**config.mk**
```make
export PLATFORM = sky130hd
export DESIGN_NAME = raster_timing_gen
export DESIGN_NICKNAME = d
export VERILOG_FILES = /design/src/rtl/raster_timing_gen.sv
export SDC_FILE = /design/constraint.sdc
export NUM_CORES = 1
export LEC_CHECK = 0
export ABC_AREA = 1
export BUFFER_PORTS_ARGS = -buffer_cell sky130_fd_sc_hd__buf_2
export CAP_MARGIN = 40
export CORE_MARGIN = 5
export CORE_UTILIZATION = 28
export DETAILED_ROUTE_END_ITERATION = 16
export PLACE_DENSITY_LB_ADDON = 0.05
export RECOVER_POWER = 100
export REMOVE_ABC_BUFFERS = 1
export SLEW_MARGIN = 20
export SYNTH_ARGS = -nofsm -noshare
export SYNTH_HDL_FRONTEND = slang
export SYNTH_SLANG_ARGS = --single-unit
export TNS_END_PERCENT = 20
```
**constraint.sdc**
```tcl
create_clock -name clk -period 6.5 [get_ports clk]
set_input_delay 0.65 -clock clk [delete_from_list [all_inputs] [get_ports clk]]
set_output_delay 0.65 -clock clk [all_outputs]
set_load 0.03 [all_outputs]
```
**src/rtl/raster_timing_gen.sv**
```systemverilog
module raster_timing_gen #(
  parameter int CW        = 16,
  parameter int HSYNC_W   = 64,
  parameter int VSYNC_L   = 3,
  parameter int RST_HTOT  = 857,
  parameter int RST_VTOT  = 262,
  parameter int STD_SPLIT = 287
) (
  input  logic            clk,
  input  logic            rst_n,
  input  logic            wr_en,
  input  logic [2:0]      wr_addr,
  input  logic [2*CW-1:0] wr_data,
  output logic            hsync,
  output logic            vsync,
  output logic            border_active,
  output logic            window_active,
  output logic            field,
  output logic            vblank,
  output logic            std_625,
  output logic [2*CW-1:0] border_color
);
  localparam int DW    = 2 * CW;
  localparam int NREG  = 8;
  localparam int A_TOT = 0, A_HB = 1, A_VB = 2, A_WH = 3, A_WV = 4, A_WS = 5, A_CTL = 6, A_COL = 7;
  localparam logic [DW-1:0] TOT_RST = {CW'(RST_VTOT), CW'(RST_HTOT)};

  logic [DW-1:0] sh [NREG];
  logic [DW-1:0] ac [NREG];
  logic [CW-1:0] hc, vc;
  logic          fld;

  logic en_on, dbl_on, blank_on, ilace_on;
  assign en_on    = ac[A_CTL][0];
  assign dbl_on   = ac[A_CTL][1];
  assign blank_on = ac[A_CTL][3];
  assign ilace_on = ac[A_CTL][4];

  logic unused_bits;
  assign unused_bits = ^{ac[A_WH][DW-1:CW], ac[A_CTL][DW-1:5], ac[A_CTL][2]};

  logic [CW-1:0] htot, vtot, vfield, hlim, vlim;
  assign htot   = ac[A_TOT][CW-1:0];
  assign vtot   = ac[A_TOT][DW-1:CW];
  assign vfield = ilace_on ? (vtot >> 1) : vtot;
  assign hlim   = (htot < CW'(2)) ? CW'(2) : htot;
  assign vlim   = (vfield == '0) ? CW'(1) : vfield;

  logic h_last, v_last;
  assign h_last = (hc == hlim - CW'(1));
  assign v_last = (vc == vlim - CW'(1));
  assign vblank = h_last & v_last;

  always_ff @(posedge clk) begin
    if (!rst_n) begin
      for (int i = 0; i < NREG; i++) begin
        sh[i] <= (i == A_TOT) ? TOT_RST : '0;
        ac[i] <= (i == A_TOT) ? TOT_RST : '0;
      end
    end else begin
      if (wr_en) sh[wr_addr] <= wr_data;
      if (vblank)
        for (int i = 0; i < NREG; i++) ac[i] <= sh[i];
    end
  end

  always_ff @(posedge clk) begin
    if (!rst_n) begin
      hc  <= '0;
      vc  <= '0;
      fld <= 1'b0;
    end else begin
      if (h_last) begin
        hc <= '0;
        vc <= v_last ? '0 : vc + CW'(1);
      end else begin
        hc <= hc + CW'(1);
      end
      if (vblank) fld <= ilace_on ? ~fld : 1'b0;
    end
  end

  function automatic logic span(input logic [CW-1:0] p, input logic [CW-1:0] lo, input logic [CW-1:0] hi);
    return (p >= lo) && (p < hi);
  endfunction

  function automatic logic in_win(input logic [CW-1:0] p, input logic [CW-1:0] lo, input logic [CW:0] len);
    logic [CW+1:0] e;
    e = {2'b00, lo} + {1'b0, len};
    return (p >= lo) && ({2'b00, p} < e);
  endfunction

  logic [CW-1:0] wv_start;
  logic [CW:0]   hgt_eff;
  assign wv_start = fld ? ac[A_WV][DW-1:CW] : ac[A_WV][CW-1:0];
  assign hgt_eff  = dbl_on ? {ac[A_WS][DW-1:CW], 1'b0} : {1'b0, ac[A_WS][DW-1:CW]};

  logic in_bord, win_in;
  assign in_bord = en_on
                 & span(hc, ac[A_HB][DW-1:CW], ac[A_HB][CW-1:0])
                 & span(vc, ac[A_VB][DW-1:CW], ac[A_VB][CW-1:0]);
  assign win_in  = en_on & ~blank_on
                 & in_win(hc, ac[A_WH][CW-1:0], {1'b0, ac[A_WS][CW-1:0]})
                 & in_win(vc, wv_start, hgt_eff);

  assign window_active = win_in;
  assign border_active = in_bord & ~win_in;
  assign hsync         = int'(hc) < HSYNC_W;
  assign vsync         = int'(vc) < VSYNC_L;
  assign field         = fld;
  assign std_625       = int'(vfield) > STD_SPLIT;
  assign border_color  = ac[A_COL];
endmodule

```
==> qor.csv <==
stage;metric;value;unit
yosys;yosys.area.top_type;edfxtp_1;
global_route;grt_use_total;16.01;%
global_route;grt_overflow;0;
timing;rsz0062_at_grt;no;
timing;slew_viol_final;364;
timing;finalHoldViolCount;0;
yosys;synth_top_cell_area_share;51.45;%
route;num_vias;16711;
floorplan;ios;77;
global_route;grt_antenna_before_repair;8;
cts;path_clk_slew;60;ps
cts;cts_root_buffer;clkbuf_16;
floorplan;die_area;94420;sq um
setup_path;max_stage_delay;640;ps
status;status;complete, but fails checks;
cts;h-tree-depth;2;
power;comb_power_share;8.2;%
timing;fin_crit;5907;ps
layout;layout_common_cells;482 x inv_1, 452 x nor2_1, 424 x edfxtp_1;
route;firstDrtPassIters;5;
setup_path;required;5850;ps
power;p_total;7.019;mW
route;wl;76050;microns
setup_path;slowest_stage;dfxtp_1;
flow_run;maxCapViolations;12;
placed_design;io_buffers;76;
yosys;syn_avg_cell_area;9.910;sq um
cts;cts.sinks;457;
setup_path;start_kind;flop;
layout;num-nets-final;2809;
global_route;grt_pass1_vias;16689;
route;avgViaCountPerCell;4.375;
floorplan;die_h;307.3;microns
setup_path;crit_fanout;26;
timing;slew_headroom;-60.70;%
timing;min_period_over_period;90.87;%
floorplan;core;88100;sq um
global_route;grt_pass1_wl;111800;microns
power;swShare;24.94;%
floorplan;die_w;307.3;microns
yosys;async_reset_ff_share;0;%
yosys;synth_seq_cells;457;
power;p_clk_share;43.2;%
setup_path;critical_path_arrival;5260;ps
timing;clock_skew;23.82;ps
layout;fin_area;27680;sq um
cts;cts_resized;0;
placed_design;placed_area;26580;sq um
yosys;ys.flop_type;edfxtp_1;
timing;setup_viol;0;
yosys;ys_seq_area_share;54.12;%
route;drc;0;
yosys;synth_cells;2497;
timing;clock.fmax;169.3;MHz
floorplan;fp-row-count;109;
placed_design;place_congestion;0.8140;
layout;post_route_cells_drive_above_1_share;8.252;%
route;antenna_left;0;
floorplan;start_util;28.09;%
yosys;syn_area;24740;sq um
power;vdd_ir_drop_max;0.1860;mV
cts;holdBufCountCts;0;
yosys;synthTopCellsByArea;edfxtp_1 51%, ha_1 8.1%, inv_1 7.3%;
cts;cts_tree;done;
power;power_leakage;11.99;nW
route;wl_per_cell;19.91;microns
setup_path;cp_cell_sequence;buf_8 -> nand2_1 -> o21ai_0 -> inv_1 -> ha_1 -> a21oi_1 -> nand2_1 -> a21boi_0 -> o21ai_0 -> xnor2_1 -> ha_1 -> a21oi_1 -> o21ai_0 -> a21oi_1 -> o21ai_0 -> nand3b_1 -> nand3_1 -> nand3_1 -> nand2_1 -> nand3_1 -> nand2_1 -> nor2_1 -> clkbuf_2;
power;seqPwrFrac;48.6;%
cts;clk_latency;630;ps
setup_path;endpoint_kind;output pin;
cts;cts-buffers-inserted;55;
power;p_int;5.268;mW
cts;clockBufferDepth;3;
global_route;grt_max_degree;60;
yosys;synth_cell_type_count;53;
layout;area_growth;11.85;%
cts;cts_setup_buffers;0;
layout;layout_commonest_cell;inv_1;
timing;tightest_slew;2410;ps
power;p_switching;1.751;mW
hold_path;min_path_type;primary input to flop;
yosys;synth_edf_count;424;
power;power_density;253.6;nW/um^2
placed_design;dp_hpwl;53920;microns
yosys;ys_warn_count;0;
setup_path;path_class;flop to output pin;
status;violations;max-capacitance violations, max-slew violations;
route;drt_iter0_drc;1050;
[layer usage]
metal | wire [microns] | vias up | global-route usage [%]
met4 | 1660 | 4 | 3.448
met1 | 39250 | 7990 | 24.35
met5 | 25 | - | 0
li1 | - | 8317 | -
met3 | 2860 | 87 | 2.345
met2 | 32250 | 313 | 24.22
[cells in the mapped netlist, types with 10 or more instances]
library cell	number
a21oi_1	112
buf_12	10
clkbuf_1	32
dfxtp_1	33
edfxtp_1	424
ha_1	160
inv_1	482
nand2_1	337
nand2_2	10
nand3_1	77
nand4_1	38
nor2_1	386
nor2_2	26
nor2_4	103
nor3_1	26
o21ai_0	65
xnor2_1	24
xor2_1	54
[worst max-delay path: cells and delay by family, from the launching register on]
kind	cells	cell delay [ps]
XOR/XNOR	1	180
flip-flops	1	640
AO/OA/AOI/OAI	8	1500
buffers and inverters	3	620
AND/OR/NAND/NOR	9	1030
adder cells (fa/ha/maj)	2	650
[cell families (layout without fill, tap and decap cells)]
family	Yosys count	after routing	share of synthesized area [%]
buffers and inverters	543	700	9.172
other	0	1	0
muxes	1	1	0.04550
DFF	457	457	54.12
and+or+nand+nor	1040	1040	20.77
AOI/OAI and AO/OA	214	214	4.692
adders and majority gates	162	162	8.252
xor gates and xnor gates	80	80	2.943
[state kept, by name (all words and copies together) (netlist names)]
| signal | count |
|---|---|
| vc | 16 |
| sh | 212 |
| hc | 16 |
| ac | 212 |
| field | 1 |
[area by class of cell]
cell class,count,area (sq um)
inverter,486,1824
multi-input combinational,1497,8655
clock buffer,71,1436
fill,9396,60420
tap,1165,1458
sequential,457,13390
clock inverter,31,301.5
timing repair buffer,112,608.1
antenna,1,2.502
[power by group through the flow]
| stage | Clock, mW | Sequential [mW] | Combinational [mW] |
|---|---|---|---|
| 3_3_place_gp | 0 | 3.48 | 0.592 |
| 6_report | 3.03 | 3.41 | 0.572 |
| 2_1_floorplan | 0 | 3.50 | 0.345 |
| 4_1_cts | 3.15 | 3.42 | 0.608 |
| 3_5_place_dp | 0 | 3.48 | 0.605 |
| 5_1_grt | 3.26 | 3.43 | 0.648 |
[path summary, 6_finish.rpt]
check | end | cells past startpoint | slack [ps] | from
setup / recovery | window_active | 23 | 590 | field$_SDFFE_PN0P_
hold / removal | sh[4][11]$_SDFFCE_PN0P_ | 3 | 420 | wr_data[11]
setup reg to reg | ac[5][26]$_SDFFCE_PN0P_ | 19 | 780 | ac[6][4]$_SDFFCE_PN0P_
hold reg to reg | hc[0]$_SDFF_PP0_ | 1 | 500 | hc[0]$_SDFF_PP0_
[per-stage QoR]
stage | TNS, ps | utilization, % | cells | hold WS [ps] | setup slack [ps]
final | 0 | 31.42 | 3820 | 422.5 | 593.3
after global routing | 0 | 31.41 | 3819 | 419.1 | 83.75
after CTS | 0 | 32.15 | 3817 | 389.3 | 557.1
after detailed placement | 0 | 30.17 | 3715 | 495.6 | 1236
after global placement | 0 | 29.95 | 3702 | 489.5 | 884.8
after floorplan | -373350 | - | 2440 | 453.2 | -1548
Power figures use the tool's default switching activity.
